==> config.mk <==
export PLATFORM = sky130hd
export DESIGN_NAME = program_busy_read_responder
export DESIGN_NICKNAME = d
export VERILOG_FILES = /design/src/rtl/srr_pkg.sv /design/src/rtl/srr_access_detect.sv /design/src/rtl/srr_toggle_state.sv /design/src/rtl/srr_status_compose.sv /design/src/rtl/program_busy_read_responder.sv
export SDC_FILE = /design/constraint.sdc
export NUM_CORES = 1
export LEC_CHECK = 0
export ABC_CLOCK_PERIOD_IN_PS = 1100
export BUFFER_PORTS_ARGS = -buffer_cell sky130_fd_sc_hd__buf_2
export CAP_MARGIN = 5
export CORE_AREA = 8 8 45 47
export DETAILED_ROUTE_END_ITERATION = 12
export DIE_AREA = 0 0 53 55
export PLACE_DENSITY = 0.81
export SETUP_SLACK_MARGIN = 0.1
export SKIP_LAST_GASP = 1
export SLEW_MARGIN = 15
export SYNTH_ARGS = -nofsm -noshare
export SYNTH_HDL_FRONTEND = slang
export SYNTH_SLANG_ARGS = --single-unit
==> constraint.sdc <==
create_clock -name clk -period 1.1 [get_ports clk]
set_clock_uncertainty 0.15 [all_clocks]
set_input_delay 0.055 -clock clk [delete_from_list [all_inputs] [get_ports clk]]
set_output_delay 0.055 -clock clk [all_outputs]
set_load 0.1 [all_outputs]
==> src/rtl/srr_pkg.sv <==
package srr_pkg;

   typedef enum logic [1:0] {
      SRR_ROLE_DATA   = 2'd0,
      SRR_ROLE_POLL   = 2'd1,
      SRR_ROLE_TOGGLE = 2'd2
   } srr_role_e;

   // Role of a bit, from its position inside a byte lane
   function automatic srr_role_e srr_role_of(input int unsigned pos,
                                             input int unsigned poll_pos,
                                             input int unsigned tog_pos,
                                             input bit poll_en,
                                             input bit tog_en);
      if (poll_en && pos == poll_pos) return SRR_ROLE_POLL;
      if (tog_en && pos == tog_pos)   return SRR_ROLE_TOGGLE;
      return SRR_ROLE_DATA;
   endfunction

endpackage

==> src/rtl/srr_access_detect.sv <==
module srr_access_detect (
   input  logic clk,
   input  logic rst_n,
   input  logic cs_act,
   input  logic oe_act,
   output logic acc_start
);
   logic strobe;
   logic strobe_q;

   assign strobe = cs_act & oe_act;

   always_ff @(posedge clk or negedge rst_n) begin
      if (!rst_n) strobe_q <= 1'b0;
      else        strobe_q <= strobe;
   end

   assign acc_start = strobe & ~strobe_q;
endmodule

==> src/rtl/srr_toggle_state.sv <==
module srr_toggle_state #(
   parameter bit TOG_INIT = 1'b0
) (
   input  logic clk,
   input  logic rst_n,
   input  logic advance,
   output logic tog
);
   always_ff @(posedge clk or negedge rst_n) begin
      if (!rst_n)       tog <= TOG_INIT;
      else if (advance) tog <= ~tog;
   end
endmodule

==> src/rtl/srr_status_compose.sv <==
module srr_status_compose
   import srr_pkg::*;
#(
   parameter int unsigned DATA_W   = 16,
   parameter int unsigned LANE_W   = 8,
   parameter int unsigned POLL_POS = 7,
   parameter int unsigned TOG_POS  = 6,
   parameter bit          POLL_EN  = 1'b1,
   parameter bit          TOG_EN   = 1'b1
) (
   input  logic              busy,
   input  logic              tog,
   input  logic [DATA_W-1:0] last_word,
   input  logic [DATA_W-1:0] arr_word,
   output logic [DATA_W-1:0] out_word
);
   for (genvar b = 0; b < DATA_W; b++) begin : g_bit
      localparam int unsigned POS = b % LANE_W;
      localparam srr_role_e ROLE = srr_role_of(POS, POLL_POS, TOG_POS, POLL_EN, TOG_EN);
      if (ROLE == SRR_ROLE_POLL) begin : g_poll
         assign out_word[b] = busy ? ~last_word[b] : arr_word[b];
      end else if (ROLE == SRR_ROLE_TOGGLE) begin : g_tog
         assign out_word[b] = busy ? tog : arr_word[b];
      end else begin : g_data
         assign out_word[b] = busy ? last_word[b] : arr_word[b];
      end
   end
endmodule

==> src/rtl/program_busy_read_responder.sv <==
module program_busy_read_responder #(
   parameter int unsigned DATA_W   = 16,
   parameter int unsigned LANE_W   = 8,
   parameter int unsigned POLL_POS = 7,
   parameter int unsigned TOG_POS  = 6,
   parameter bit          POLL_EN  = 1'b1,
   parameter bit          TOG_EN   = 1'b1,
   parameter bit          TOG_INIT = 1'b0
) (
   input  logic              clk,
   input  logic              rst_n,
   input  logic              cs_act,
   input  logic              oe_act,
   input  logic              prog_busy,
   input  logic [DATA_W-1:0] last_load,
   input  logic [DATA_W-1:0] array_rdata,
   output logic [DATA_W-1:0] rd_word
);
   localparam int unsigned NLANE = DATA_W / LANE_W;

   // elaboration-time parameter checks
   if (DATA_W % LANE_W != 0) begin : g_bad_lane
      $error("DATA_W must be a multiple of LANE_W");
   end
   if (POLL_POS >= LANE_W || TOG_POS >= LANE_W) begin : g_bad_pos
      $error("status bit positions must lie inside a lane");
   end
   if (POLL_EN && TOG_EN && POLL_POS == TOG_POS) begin : g_bad_overlap
      $error("polling and toggle bits must differ");
   end

   logic acc_start;
   logic tog;

   srr_access_detect u_detect (
      .clk       (clk),
      .rst_n     (rst_n),
      .cs_act    (cs_act),
      .oe_act    (oe_act),
      .acc_start (acc_start)
   );

   if (TOG_EN) begin : g_toggle
      srr_toggle_state #(.TOG_INIT(TOG_INIT)) u_tog (
         .clk     (clk),
         .rst_n   (rst_n),
         .advance (acc_start & prog_busy),
         .tog     (tog)
      );
   end else begin : g_no_toggle
      assign tog = TOG_INIT;
   end

   srr_status_compose #(
      .DATA_W   (DATA_W),
      .LANE_W   (LANE_W),
      .POLL_POS (POLL_POS),
      .TOG_POS  (TOG_POS),
      .POLL_EN  (POLL_EN),
      .TOG_EN   (TOG_EN)
   ) u_compose (
      .busy      (prog_busy),
      .tog       (tog),
      .last_word (last_load),
      .arr_word  (array_rdata),
      .out_word  (rd_word)
   );

   // ---------------- assertions ----------------
   assert_idle_pass_R4: assert property (@(posedge clk) disable iff (!rst_n)
      !prog_busy |-> rd_word == array_rdata);

   for (genvar l = 0; l < NLANE; l++) begin : g_lane_chk
      localparam int unsigned PB = l * LANE_W + POLL_POS;
      localparam int unsigned TB = l * LANE_W + TOG_POS;
      if (POLL_EN) begin : g_poll_chk
         assert_poll_inv_R2: assert property (@(posedge clk) disable iff (!rst_n)
            prog_busy |-> rd_word[PB] == ~last_load[PB]);
      end
      if (TOG_EN) begin : g_tog_chk
         assert_tog_flip_R3: assert property (@(posedge clk) disable iff (!rst_n)
            (prog_busy && acc_start) |=> (prog_busy |-> rd_word[TB] != $past(rd_word[TB])));
         assert_tog_hold_R6: assert property (@(posedge clk) disable iff (!rst_n)
            (prog_busy && !acc_start) |=> (prog_busy |-> $stable(rd_word[TB])));
         assert_tog_pair_R10: assert property (@(posedge clk) disable iff (!rst_n)
            prog_busy |-> rd_word[TB] == rd_word[TOG_POS]);
      end
   end
endmodule

# After elaboration in Yosys (flattened, before gate mapping)
# Index checks and enable logic that the tools add are counted.
# Widths: inputs -> output; s select.
# totals
ff_bits,2
in_bits,37
output_inout_bits,16
word_cells,25
# classes
n_mux,16
bitwise,7
# op_table
cell,count
$mux 1,16
$not 1->1,4
$and 1x1->1,3

# Logic depth before layout (Yosys ltp)
# logic_depth
ltp_word,3
depth_mapped,4
ltp_nobuf,2

# Modules after synthesis
# From an unflattened synthesis, not the netlist that was laid out.
# hier_totals
hier_cells,29
area_unflattened_um2,314.1
# modules_own_cells
mod,instances,cells_each,area_per_inst_um2,seq_area_each_um2
srr_status_compose,1,23,234.0,0.0
srr_access_detect,1,3,40.0,25.0
srr_toggle_state,1,2,33.8,25.0
program_busy_read_responder,1,1,6.3,0.0

# Worst setup path after synthesis
# Ideal clock, no wire load.
# synth_path
path_type,in2out
from,in prog_busy
to,out rd_word[14]
t_arrival_ps,2440
t_required_ps,895
path_slack_ps,-1545
stages,3
path_buffers,2
path_cell_list,buf_6 -> buf_12 -> o21ai_0
# synth_between
elab_chain_cells,1
# synth_lines
element,line,text
from (decl),program_busy_read_responder.sv:14,"input logic prog_busy,"
$mux 1,srr_status_compose.sv:23,assign out_word[b] = busy ? tog : arr_word[b];
to (decl),program_busy_read_responder.sv:17,output logic [DATA_W-1:0] rd_word
# Every way passes these cells.

# Final worst setup path
# layout_path
from,reg g_toggle.u_tog.tog
to,out rd_word[6]
# layout_between
elab_chain_cells,1
# layout_lines
element,line,text
from (decl),srr_toggle_state.sv:7,output logic tog
from (signal assigned),srr_toggle_state.sv:11,else if (advance) tog <= ~tog;
$mux 1,srr_status_compose.sv:23,
# Every way passes these cells.

==> key figures <==
Place
  – Count of port buffers added during placement: 50
  – Worst slack, placed: -0.0629 ns
  – GPL Wtd Cong: between 0.6 and 0.7
  – HPWL after detailed placement: about 1.2 mm

Global routing
  – Remaining global-route overflow: 0
  – Initial antenna violation count: 0
  – Vias in the first global route: 572
  – Gr usage total: a little over a tenth
  – Global-route wire length before repair: between 2 and 2.5 mm
  – Pin count of the biggest net entering global routing: 9

Power and ir drop
  – Clock Power Share: around 14%
  – Pwr dens: 1380 nW/µm²
  – Leakage: 0.473 nW
  – Switching power total: ~0.00065 W
  – Internal: between 0.0005 and 0.0006 W
  – Switching Share: between 50% and 60%
  – Combinational cell fraction of total power: between 70 and 80%
  – Sequential Power Share: between 8 and 9%
  – Max IR drop VDD: between 0.6 and 0.7 mV

Critical path
  – Maximum net fanout on the critical path: 2
  – Reg2reg start: g_toggle.u_tog.tog
  – WP data required: approximately 0.9 ns
  – Critical-path top delay cell: sky130_fd_sc_hd__dfrtp_1
  – Cell class contributing the biggest share of worst-path delay: flip-flops
  – Total buffers and inverters traversed by the critical path: 1
  – Chain of cells forming the critical path: nand2_2 -> o21ai_4 -> buf_12
  – Maximum cell stage delay along the critical path: approximately 0.38 ns
  – Sort of element at the end of the critical path: output pin
  – Critical Setup Path Class: flip-flop to output pin
  – Arrival time reported for the critical path endpoint: 0.97 ns
  – Crit path from: g_toggle.u_tog.tog
  – R2r setup slk: ~0.080 ns
  – Category of the worst setup path launch point: flip-flop

Routing
  – Vias per inst: about 4.4
  – Number of routed nets with antenna violations: 0
  – DRC viols: 0
  – Max Used Layer: met3
  – Total wire length: around 1.5 mm
  – DR WL met2: approximately 750 µm
  – Wirelength per Cell: 14.3 µm
  – Total via count after detailed routing: ~460
  – Number of detailed-route iterations in the first pass: 2
  – Length of routed wiring on met1: around 470 µm
  – WL met3: around 280 µm
  – Number of DRC violations after detailed-routing iteration 0: 1

Synthesis
  – Post-synthesis cell area: 319 µm²
  – EDFF count, synth: 0
  – Register bit count reported by yosys: 2
  – Largest area contributor in the netlist: sky130_fd_sc_hd__mux2_2
  – Commonest cells in the synthesized netlist: sky130_fd_sc_hd__mux2_2 (8), sky130_fd_sc_hd__inv_1 (4), sky130_fd_sc_hd__mux2_4 (4)
  – Synth Warn #: 0
  – Mean Syn Cell Area: 11.4 µm²
  – Post-synthesis async set-or-reset flop share: between 90% and 100%
  – Commonest register cell after synthesis: sky130_fd_sc_hd__dfrtp_1
  – Dominant cells by area after synthesis: sky130_fd_sc_hd__mux2_2 (28%), sky130_fd_sc_hd__mux2_4 (19%), sky130_fd_sc_hd__dfrtp_1 (16%)
  – Post-Synthesis Net Count: 65
  – Synth cell types: 12
  – Share of the synthesized area in the top cell type: approximately 28%
  – Syn Inst Count: 28
  – Share of the yosys chip area belonging to registers: 15.7%
  – Cell with the most instances after synthesis: sky130_fd_sc_hd__mux2_2

Clock tree
  – Reg clk slew, reported paths: about 0.030 ns
  – H-tree depth: 1
  – Clock Root Buffer: sky130_fd_sc_hd__clkbuf_4
  – Total clock buffers created by CTS: 3
  – Clock latency of the later-clocked register in the worst-skew pair: about 0.23 ns
  – TritonCTS clock tree: yes
  – Clock sinks: 2
  – Clock buffer depth: 2

STA
  – Least setup slack across all paths after layout: -0.0720 ns
  – Minimum period implied by the final worst setup slack: ~1.2 ns
  – Tightest Pin Transition: about 0.49 ns
  – Hold violation total from the final report: 0
  – Worst max-slew margin expressed relative to the limit: roughly 68%
  – Pins over their slew limit: 0
  – Total Negative Setup Slacks: -0.141 ns
  – Setup repair after global routing missed its margin: true
  – Finish-stage setup viols: 2
  – Fin Hold WS: 0.249 ns
  – Final period utilization: 107%
  – Fmax: 853 MHz

Die
  – Die Outline Area: roughly 2900 µm²
  – Floorplan core area: around 1400 µm²
  – Die width: 53 µm
  – Height of the die: roughly 55 µm
  – Initial Util: between 20% and 30%
  – Number of rows in the core area: 14
  – Num ports: 53

Outcome
  – Result of the run: finished with violations
  – Failing checks: setup timing

Cells and area
  – Antenna cells: 0
  – Signed area change from the synthesized netlist to the final layout: 182%
  – Count of fill cells added during filler insertion: ~100
  – Fraction of final layout cells with drive strength greater than 1: 86.5%
  – Total number of nets in the final design: approximately 130

Hold path
  – Hold path startpoint: prog_busy
  – Worst min-delay path class: primary input to flip-flop

Job
  – Max-capacitance violation count: 0
[routing by layer]
layer,vias to the layer above,track usage [%]
met5,-,0
met4,0,6.47
met3,0,6.42
met2,41,19.5
met1,201,8.97
li1,221,-
[worst reg2reg max path: stages (launching register included)]
cell	delay [ns]
sky130_fd_sc_hd__dfrtp_1	0.38
sky130_fd_sc_hd__buf_4	0.14
sky130_fd_sc_hd__buf_4	0.12
sky130_fd_sc_hd__xnor2_1	0.11
[timing repair]
action,in CTS,in global routing
pin swaps,1,1
cloned,1,0
buffers inserted,2,1
hold buffers,4,0
resized for setup,8,4
hold endpoints to repair,4,0
endpoints found under the setup margin,16,10
[worst paths after layout]
check,depth (start not counted),to
worst min-delay path,5,g_toggle.u_tog.tog
min in group asynchronous,3,u_detect.strobe_q
worst max register to register,3,g_toggle.u_tog.tog
worst min register to register,2,g_toggle.u_tog.tog
worst max-delay path,3,rd_word[6]
max in group asynchronous,3,g_toggle.u_tog.tog
[per-stage QoR]
| stage | util [%] | cell area (µm²) | total power, W | cells |
|---|---|---|---|---|
| 5_1_grt | 64.9 | 898 | 0.00129 | 105 |
| 6_report | 64.9 | 898 | 0.00124 | 105 |
| 4_1_cts | 63.7 | 881 | 0.00120 | 104 |
| 3_3_place_gp | 54.4 | 753 | 0.000955 | 94 |
| 2_1_floorplan | - | 375 | 0.000707 | 28 |
| 3_5_place_dp | 54.4 | 753 | 0.000964 | 94 |
[area by class of cell]
| cell class | instances | area [µm²] | area share, % |
|---|---|---|---|
| sequential | 2 | 50.0 | 5.57 |
| tap | 16 | 20.0 | 2.23 |
| multi-input combinational | 20 | 273 | 30.4 |
| timing repair buffer | 60 | 518 | 57.7 |
| inverter | 4 | 15.0 | 1.67 |
| clock buffer | 3 | 22.5 | 2.51 |
[power groups by stage]
| stage | Sequential, W | Clock (W) | Combinational (W) |
|---|---|---|---|
| floorplan | 0.000107 | 0 | 0.000601 |
| global placement | 0.000109 | 0 | 0.000846 |
| detailed placement | 0.000109 | 0 | 0.000855 |
| CTS | 0.000107 | 0.000170 | 0.000923 |
| global route | 0.000110 | 0.000187 | 0.000988 |
| finish | 0.000109 | 0.000171 | 0.000956 |
[state kept, by name (all words and copies together) (netlist names)]
name	flops
g_toggle.u_tog.tog	1
u_detect.strobe_q	1
[cell usage in the layout (no fill, tap or decap), drive strengths merged]
cell	instances
o21ai	2
dfrtp	2
mux2	12
nand4b	1
inv	4
and2	1
nand2	1
xnor2	1
mux2i	2
buf	52
clkbuf	7
dlygate4sd3	4
[cells by family (layout without fill, tap and decap cells)]
kind of cell    count (synthesis)  in the layout  synth area share, %
flops                           2              2                 15.7
compound gates                  2              2                 3.14
simple gates                    3              3                 10.6
buf+inv                         6             67                 14.5
mux                            14             14                 53.3
xor+xnor                        1              1                 2.75
Power figures use the tool's default switching activity.
